--- src/rtl/brt_pkg.sv ---
package brt_pkg;

  typedef enum logic [2:0] {
    BR_DIRECT   = 3'd0,
    BR_INDIRECT = 3'd1,
    BR_CALL     = 3'd2,
    BR_RETURN   = 3'd3,
    BR_EXC      = 3'd4,
    BR_ERET     = 3'd5
  } br_kind_e;

  // Packed MSB first: sv lands in bit 0.
  typedef struct packed {
    logic [1:0] tgt_lvl;
    logic [1:0] src_lvl;
    logic [2:0] kind;
    logic       tv;
    logic       sv;
  } rec_info_t;

  localparam int INFO_W = $bits(rec_info_t);

  localparam logic [1:0] SEL_SRC  = 2'd0;
  localparam logic [1:0] SEL_TGT  = 2'd1;
  localparam logic [1:0] SEL_INFO = 2'd2;

  function automatic logic lvl_on(input logic [1:0] lvl, input logic en_u,
                                  input logic en_k);
    return (lvl == 2'd0 && en_u) || (lvl == 2'd1 && en_k);
  endfunction

  function automatic logic kind_is_exc(input logic [2:0] k);
    return (k == BR_EXC) || (k == BR_ERET);
  endfunction

  function automatic logic kind_known(input logic [2:0] k);
    return k <= BR_ERET;
  endfunction

endpackage

--- src/rtl/brt_filter.sv ---
module brt_filter
  import brt_pkg::*;
#(
  parameter int AW = 64
) (
  input  logic          cap_valid,
  input  logic [AW-1:0] cap_src,
  input  logic [AW-1:0] cap_tgt,
  input  logic [2:0]    cap_kind,
  input  logic [1:0]    cap_src_lvl,
  input  logic [1:0]    cap_tgt_lvl,
  input  logic          en_user,
  input  logic          en_kernel,
  output logic          accept,
  output rec_info_t     info,
  output logic [AW-1:0] src_m,
  output logic [AW-1:0] tgt_m
);

  logic s_on, t_on, exc, sv, tv;

  always_comb begin
    s_on = lvl_on(cap_src_lvl, en_user, en_kernel);
    t_on = lvl_on(cap_tgt_lvl, en_user, en_kernel);
    exc  = kind_is_exc(cap_kind);
    sv   = s_on;
    tv   = exc ? t_on : s_on;
    accept = cap_valid && kind_known(cap_kind) && (exc ? (s_on || t_on) : s_on);
    info.sv      = sv;
    info.tv      = tv;
    info.kind    = cap_kind;
    info.src_lvl = cap_src_lvl;
    info.tgt_lvl = cap_tgt_lvl;
    src_m = sv ? cap_src : '0;
    tgt_m = tv ? cap_tgt : '0;
  end

endmodule

--- src/rtl/brt_store.sv ---
module brt_store
  import brt_pkg::*;
#(
  parameter int DEPTH = 32,
  parameter int AW    = 64,
  localparam int IDX_W = $clog2(DEPTH)
) (
  input  logic             clk,
  input  logic             rst_n,
  input  logic             wr_en,
  input  logic             inval,
  input  logic [AW-1:0]    wr_src,
  input  logic [AW-1:0]    wr_tgt,
  input  rec_info_t        wr_info,
  input  logic [IDX_W-1:0] rd_slot,
  output logic [AW-1:0]    rd_src,
  output logic [AW-1:0]    rd_tgt,
  output rec_info_t        rd_info,
  output logic             rd_hit,
  output logic [IDX_W-1:0] wp,
  output logic [DEPTH-1:0] vld_vec
);

  localparam logic [IDX_W-1:0] LAST = IDX_W'(DEPTH - 1);

  logic [AW-1:0] src_mem [DEPTH];
  logic [AW-1:0] tgt_mem [DEPTH];
  rec_info_t     info_mem[DEPTH];

  function automatic logic [IDX_W-1:0] ptr_next(input logic [IDX_W-1:0] p);
    return (p == LAST) ? '0 : p + 1'b1;
  endfunction

  always_ff @(posedge clk or negedge rst_n) begin
    if (!rst_n)     wp <= '0;
    else if (wr_en) wp <= ptr_next(wp);
  end

  always_ff @(posedge clk) begin
    if (wr_en) begin
      src_mem[wp]  <= wr_src;
      tgt_mem[wp]  <= wr_tgt;
      info_mem[wp] <= wr_info;
    end
  end

  // Per-slot valid: a write to the slot wins over invalidate.
  for (genvar g = 0; g < DEPTH; g++) begin : g_slot
    logic v_q;
    always_ff @(posedge clk or negedge rst_n) begin
      if (!rst_n)                            v_q <= 1'b0;
      else if (wr_en && wp == IDX_W'(g))     v_q <= 1'b1;
      else if (inval)                        v_q <= 1'b0;
    end
    assign vld_vec[g] = v_q;
  end

  assign rd_src  = src_mem[rd_slot];
  assign rd_tgt  = tgt_mem[rd_slot];
  assign rd_info = info_mem[rd_slot];
  assign rd_hit  = vld_vec[rd_slot];

endmodule

--- src/rtl/brt_readport.sv ---
module brt_readport
  import brt_pkg::*;
#(
  parameter int DEPTH = 32,
  parameter int AW    = 64,
  localparam int IDX_W = $clog2(DEPTH)
) (
  input  logic             clk,
  input  logic             rst_n,
  input  logic             rd_req,
  input  logic [IDX_W-1:0] rd_idx,
  input  logic [1:0]       rd_sel,
  input  logic [IDX_W-1:0] wp,
  output logic [IDX_W-1:0] rd_slot,
  input  logic [AW-1:0]    slot_src,
  input  logic [AW-1:0]    slot_tgt,
  input  rec_info_t        slot_info,
  input  logic             slot_hit,
  output logic             rd_valid,
  output logic [AW-1:0]    rd_data
);

  // Newest record sits one slot behind the write pointer.
  function automatic logic [IDX_W-1:0] newest_slot(input logic [IDX_W-1:0] ptr,
                                                   input logic [IDX_W-1:0] idx);
    int s;
    s = int'(ptr) + DEPTH - 1 - int'(idx);
    if (s >= DEPTH) s = s - DEPTH;
    return IDX_W'(s);
  endfunction

  logic          in_range;
  logic [AW-1:0] word;

  always_comb begin
    rd_slot  = newest_slot(wp, rd_idx);
    in_range = int'(rd_idx) < DEPTH;
    word     = '0;
    if (slot_hit && in_range) begin
      case (rd_sel)
        SEL_SRC:  word = slot_src;
        SEL_TGT:  word = slot_tgt;
        SEL_INFO: word = AW'(slot_info);
        default:  word = '0;
      endcase
    end
  end

  always_ff @(posedge clk or negedge rst_n) begin
    if (!rst_n) begin
      rd_valid <= 1'b0;
      rd_data  <= '0;
    end else begin
      rd_valid <= rd_req;
      if (rd_req) rd_data <= word;
    end
  end

endmodule

--- src/rtl/branch_trail_buffer.sv ---
module branch_trail_buffer
  import brt_pkg::*;
#(
  parameter int DEPTH = 32,
  parameter int AW    = 64,
  localparam int IDX_W = $clog2(DEPTH)
) (
  input  logic             clk,
  input  logic             rst_n,
  input  logic             en_user,
  input  logic             en_kernel,
  input  logic             cap_valid,
  input  logic [AW-1:0]    cap_src,
  input  logic [AW-1:0]    cap_tgt,
  input  logic [2:0]       cap_kind,
  input  logic [1:0]       cap_src_lvl,
  input  logic [1:0]       cap_tgt_lvl,
  input  logic             inval,
  input  logic             rd_req,
  input  logic [IDX_W-1:0] rd_idx,
  input  logic [1:0]       rd_sel,
  output logic             rd_valid,
  output logic [AW-1:0]    rd_data
);

  // Named internal events, observed by the bound checker.
  logic             cap_accept;
  rec_info_t        cap_info;
  logic [AW-1:0]    cap_src_m, cap_tgt_m;
  logic [IDX_W-1:0] wr_ptr, rd_slot;
  logic [DEPTH-1:0] slot_vld;
  logic [AW-1:0]    slot_src, slot_tgt;
  rec_info_t        slot_info;
  logic             slot_hit;

  brt_filter #(.AW(AW)) u_filter (
    .cap_valid  (cap_valid),
    .cap_src    (cap_src),
    .cap_tgt    (cap_tgt),
    .cap_kind   (cap_kind),
    .cap_src_lvl(cap_src_lvl),
    .cap_tgt_lvl(cap_tgt_lvl),
    .en_user    (en_user),
    .en_kernel  (en_kernel),
    .accept     (cap_accept),
    .info       (cap_info),
    .src_m      (cap_src_m),
    .tgt_m      (cap_tgt_m)
  );

  brt_store #(.DEPTH(DEPTH), .AW(AW)) u_store (
    .clk    (clk),
    .rst_n  (rst_n),
    .wr_en  (cap_accept),
    .inval  (inval),
    .wr_src (cap_src_m),
    .wr_tgt (cap_tgt_m),
    .wr_info(cap_info),
    .rd_slot(rd_slot),
    .rd_src (slot_src),
    .rd_tgt (slot_tgt),
    .rd_info(slot_info),
    .rd_hit (slot_hit),
    .wp     (wr_ptr),
    .vld_vec(slot_vld)
  );

  brt_readport #(.DEPTH(DEPTH), .AW(AW)) u_rport (
    .clk      (clk),
    .rst_n    (rst_n),
    .rd_req   (rd_req),
    .rd_idx   (rd_idx),
    .rd_sel   (rd_sel),
    .wp       (wr_ptr),
    .rd_slot  (rd_slot),
    .slot_src (slot_src),
    .slot_tgt (slot_tgt),
    .slot_info(slot_info),
    .slot_hit (slot_hit),
    .rd_valid (rd_valid),
    .rd_data  (rd_data)
  );

endmodule

--- config.mk ---
export PLATFORM = sky130hd
export DESIGN_NAME = branch_trail_buffer
export DESIGN_NICKNAME = d
export VERILOG_FILES = /design/src/rtl/brt_pkg.sv /design/src/rtl/brt_filter.sv /design/src/rtl/brt_store.sv /design/src/rtl/brt_readport.sv /design/src/rtl/branch_trail_buffer.sv
export SDC_FILE = /design/constraint.sdc
export NUM_CORES = 2
export LEC_CHECK = 0
export BUFFER_PORTS_ARGS = -buffer_cell sky130_fd_sc_hd__clkbuf_2
export CORE_UTILIZATION = 45
export DETAILED_ROUTE_END_ITERATION = 16
export GPL_ROUTABILITY_DRIVEN = 1
export PLACE_DENSITY_LB_ADDON = 0.1
export RECOVER_POWER = 25
export SETUP_SLACK_MARGIN = 0.15
export SYNTH_ARGS = -nofsm -noshare
export SYNTH_HDL_FRONTEND = slang
export SYNTH_MEMORY_MAX_BITS = 65536
export SYNTH_SLANG_ARGS = --single-unit
--- constraint.sdc ---
create_clock -name clk -period 15.4 [get_ports clk]
set_input_delay 3.08 -clock clk [delete_from_list [all_inputs] [get_ports clk]]
set_output_delay 3.08 -clock clk [all_outputs]
set_load 0.02 [all_outputs]
==> impl_metrics.ini <==
[pwr]
peakVddDrop_uv = 210.1
p_leak_nw = 62.52
power.density_mw_per_mm2 = 176.5
totalPowerFinal_mw = 34.36

[finish]
final_common_cell = edfxtp_1
nets = 8109
area_growth_pct = 13.26
finalNonFillerCells = 13388
mostFrequentLayoutCells = edfxtp_1 (4384), mux4_2 (1159), clkbuf_16 (472)
drive_above_1_share = 0.2741

[logic_synthesis]
synthesis.instances = 7456
synth_warnings = 0
ys_types = 45
synth_top_area_cell = edfxtp_1
synth_edf_count = 4384
synthArstFlopShare = 0.02274
syn-num-nets = 7616
yosysTopAreaCellShare = 0.7659
synth_ff_type = edfxtp_1
ys_top_cells_by_area = edfxtp_1 (77%), mux4_2 (15%), mux2i_1 (1.8%)
synth_area_per_cell_um2 = 23.05
synth_area_mm2 = 0.1719
ys_seq_area_frac = 0.7807
ys_ff_latch = 4486

[sta]
rsz0062_at_grt = false
setup_tns_ps = 0
max_slew_margin = -1.770
finalSetupViolations = 0
worstMarginPinSlew_ps = 4155
fin_crit_sh = 0.5375
fmax_mhz = 120.8
layout_min_cycle_time_ps = 8278
clock_skew_ps = 51.06
hold_violations = 0
drv_slew = 553

[placed_design]
gp_congestion = 0.7600
port_buffers = 213
place_inst = 12498
hpwlAfterDp_mm = 252.8

[floorplan]
ios = 214
rows = 226
initial_core_util = 0.4530
die_w_um = 620.0
fp.dieH_um = 620.0
core_area_mm2 = 0.3795
die_area_mm2 = 0.3845

[route]
drt-initial-drc-count = 9212
drc_errors = 0
wl_mm = 496.2
ant_nets = 0
viasPerCell = 6.188
first_pass_iters = 5
post_drt_wl_per_cell_um = 37.07
vias = 82839

[clock_network]
post_cts_buffers = 0
root_buffer = clkbuf_16
path_clk_slew_ps = 60
cts_tree = yes
clk_path_buf_depth = 4
cts_hold_buf = 0
cts_resized = 0
numCtsBuffers = 465
clock_latency_ps = 1000
clock_sinks = 4486
htree_levels = 5

[setup_path]
cp_num_buf_inv = 2
cpLargestDelayFamily = buffers and inverters
worstSetupStartpoint = rst_n
worstSetupPathType = input port to async pin
cp_cell_sequence = clkbuf_1, clkbuf_1
required_ps = 15490
critPathLaunchType = input port
arrival_ps = 8370
path_common_cell = clkbuf_1
r2r_start = u_store.wp[0]
end_kind = async pin
cp_max_fo = 51
slowest_stage = clkbuf_1
max_stage_delay_ps = 2940

[hold_path]
min_path_type = flip-flop to flip-flop
min-delay-start = u_store.g_slot[19].v_q

[grt]
grt_pass1_wl_mm = 682.1
grt_pass1_vias = 84374
antenna_found_initial = 22
gr-total-overflow = 0
grt_max_degree = 152
track_usage = 0.2572

[outcome]
violations = max-capacitance violations, max-slew violations
status = finished with violations

[job]
timing.max_cap.violations = 19
-- registers in the layout, summed over array words and instances (netlist names) --
signal              count
u_rport.rd_data        64
u_rport.rd_valid        1
u_store.g_slot.v_q     32
u_store.info_mem      288
u_store.src_mem      2048
u_store.tgt_mem      2048
u_store.wp              5
-- cell usage after synthesis, drive strengths merged (11+ instances only) --
master,number
a21o,11
a21oi,76
a32oi,55
and2,65
buf,231
clkbuf,174
dfrtp,102
edfxtp,4384
inv,65
mux2i,316
mux4,1159
nand2,258
nand3,13
nor2,69
nor2b,76
o21ai,71
o21bai,56
o221ai,55
o22ai,127
o2bb2ai,23
-- logic make-up after synthesis --
family	Yosys count	share of synthesized area
flops	4486	0.7807
mux	1485	0.1709
simple gates	505	0.01372
compound gates	496	0.01959
buf+inv	470	0.01405
fa+ha+maj	11	0.0008444
xor+xnor	3	0.0001529
-- cell type report --
| cell class | count | area, µm² |
|---|---|---|
| antenna | 11 | 27.53 |
| clock buffer | 623 | 12680 |
| clock inverter | 256 | 2432 |
| fill | 29846 | 184800 |
| inverter | 65 | 244.0 |
| multi-input combinational | 2500 | 35770 |
| sequential | 4486 | 134200 |
| tap | 5016 | 6276 |
| timing repair buffer | 431 | 3054 |
-- where the power goes --
part	leakage, nW	total, mW	internal, mW	switching (mW)
sequential	41.7	13.7	13.6	0.158
clock	7.40	11.2	6.47	4.71
combinational	13.4	9.45	3.86	5.59
total	62.5	34.4	23.9	10.5
-- stage by stage --
| step | area [µm²] | hold WS, ps | utilization | setup slack [ps] |
|---|---|---|---|---|
| 3_3_place_gp | 179700 | 455.2 | 0.4734 | 6372 |
| 6_report | 194700 | 481.5 | 0.5130 | 7122 |
| 5_1_grt | 194700 | 482.5 | 0.5130 | 6420 |
| 2_1_floorplan | 171900 | 444.4 | - | 4844 |
| 4_1_cts | 194800 | 475.5 | 0.5133 | 7449 |
| 3_5_place_dp | 179700 | 461.5 | 0.4734 | 6358 |
-- layer usage --
layer  global-route usage  routed length, µm  vias to the layer above
li1                     -                  -                    32721
met1               0.3653             207100                    46296
met2               0.4199             242300                     3217
met3              0.04253              34900                      601
met4              0.05984              11950                        4
met5                    0                 21                        -
-- final timing paths --
path | cells past startpoint | slack (ps) | end
max | 2 | 7120 | u_store.g_slot[31].v_q
min | 1 | 480 | u_store.g_slot[19].v_q
max reg2reg | 10 | 9130 | u_rport.rd_data[42]
min reg2reg | 1 | 480 | u_store.g_slot[19].v_q
max in group clk | 10 | 7170 | u_store.src_mem[12][20]
min in group asynchronous | 1 | 3100 | u_rport.rd_data[19]
No activity file was read; power rests on OpenSTA's default activity.
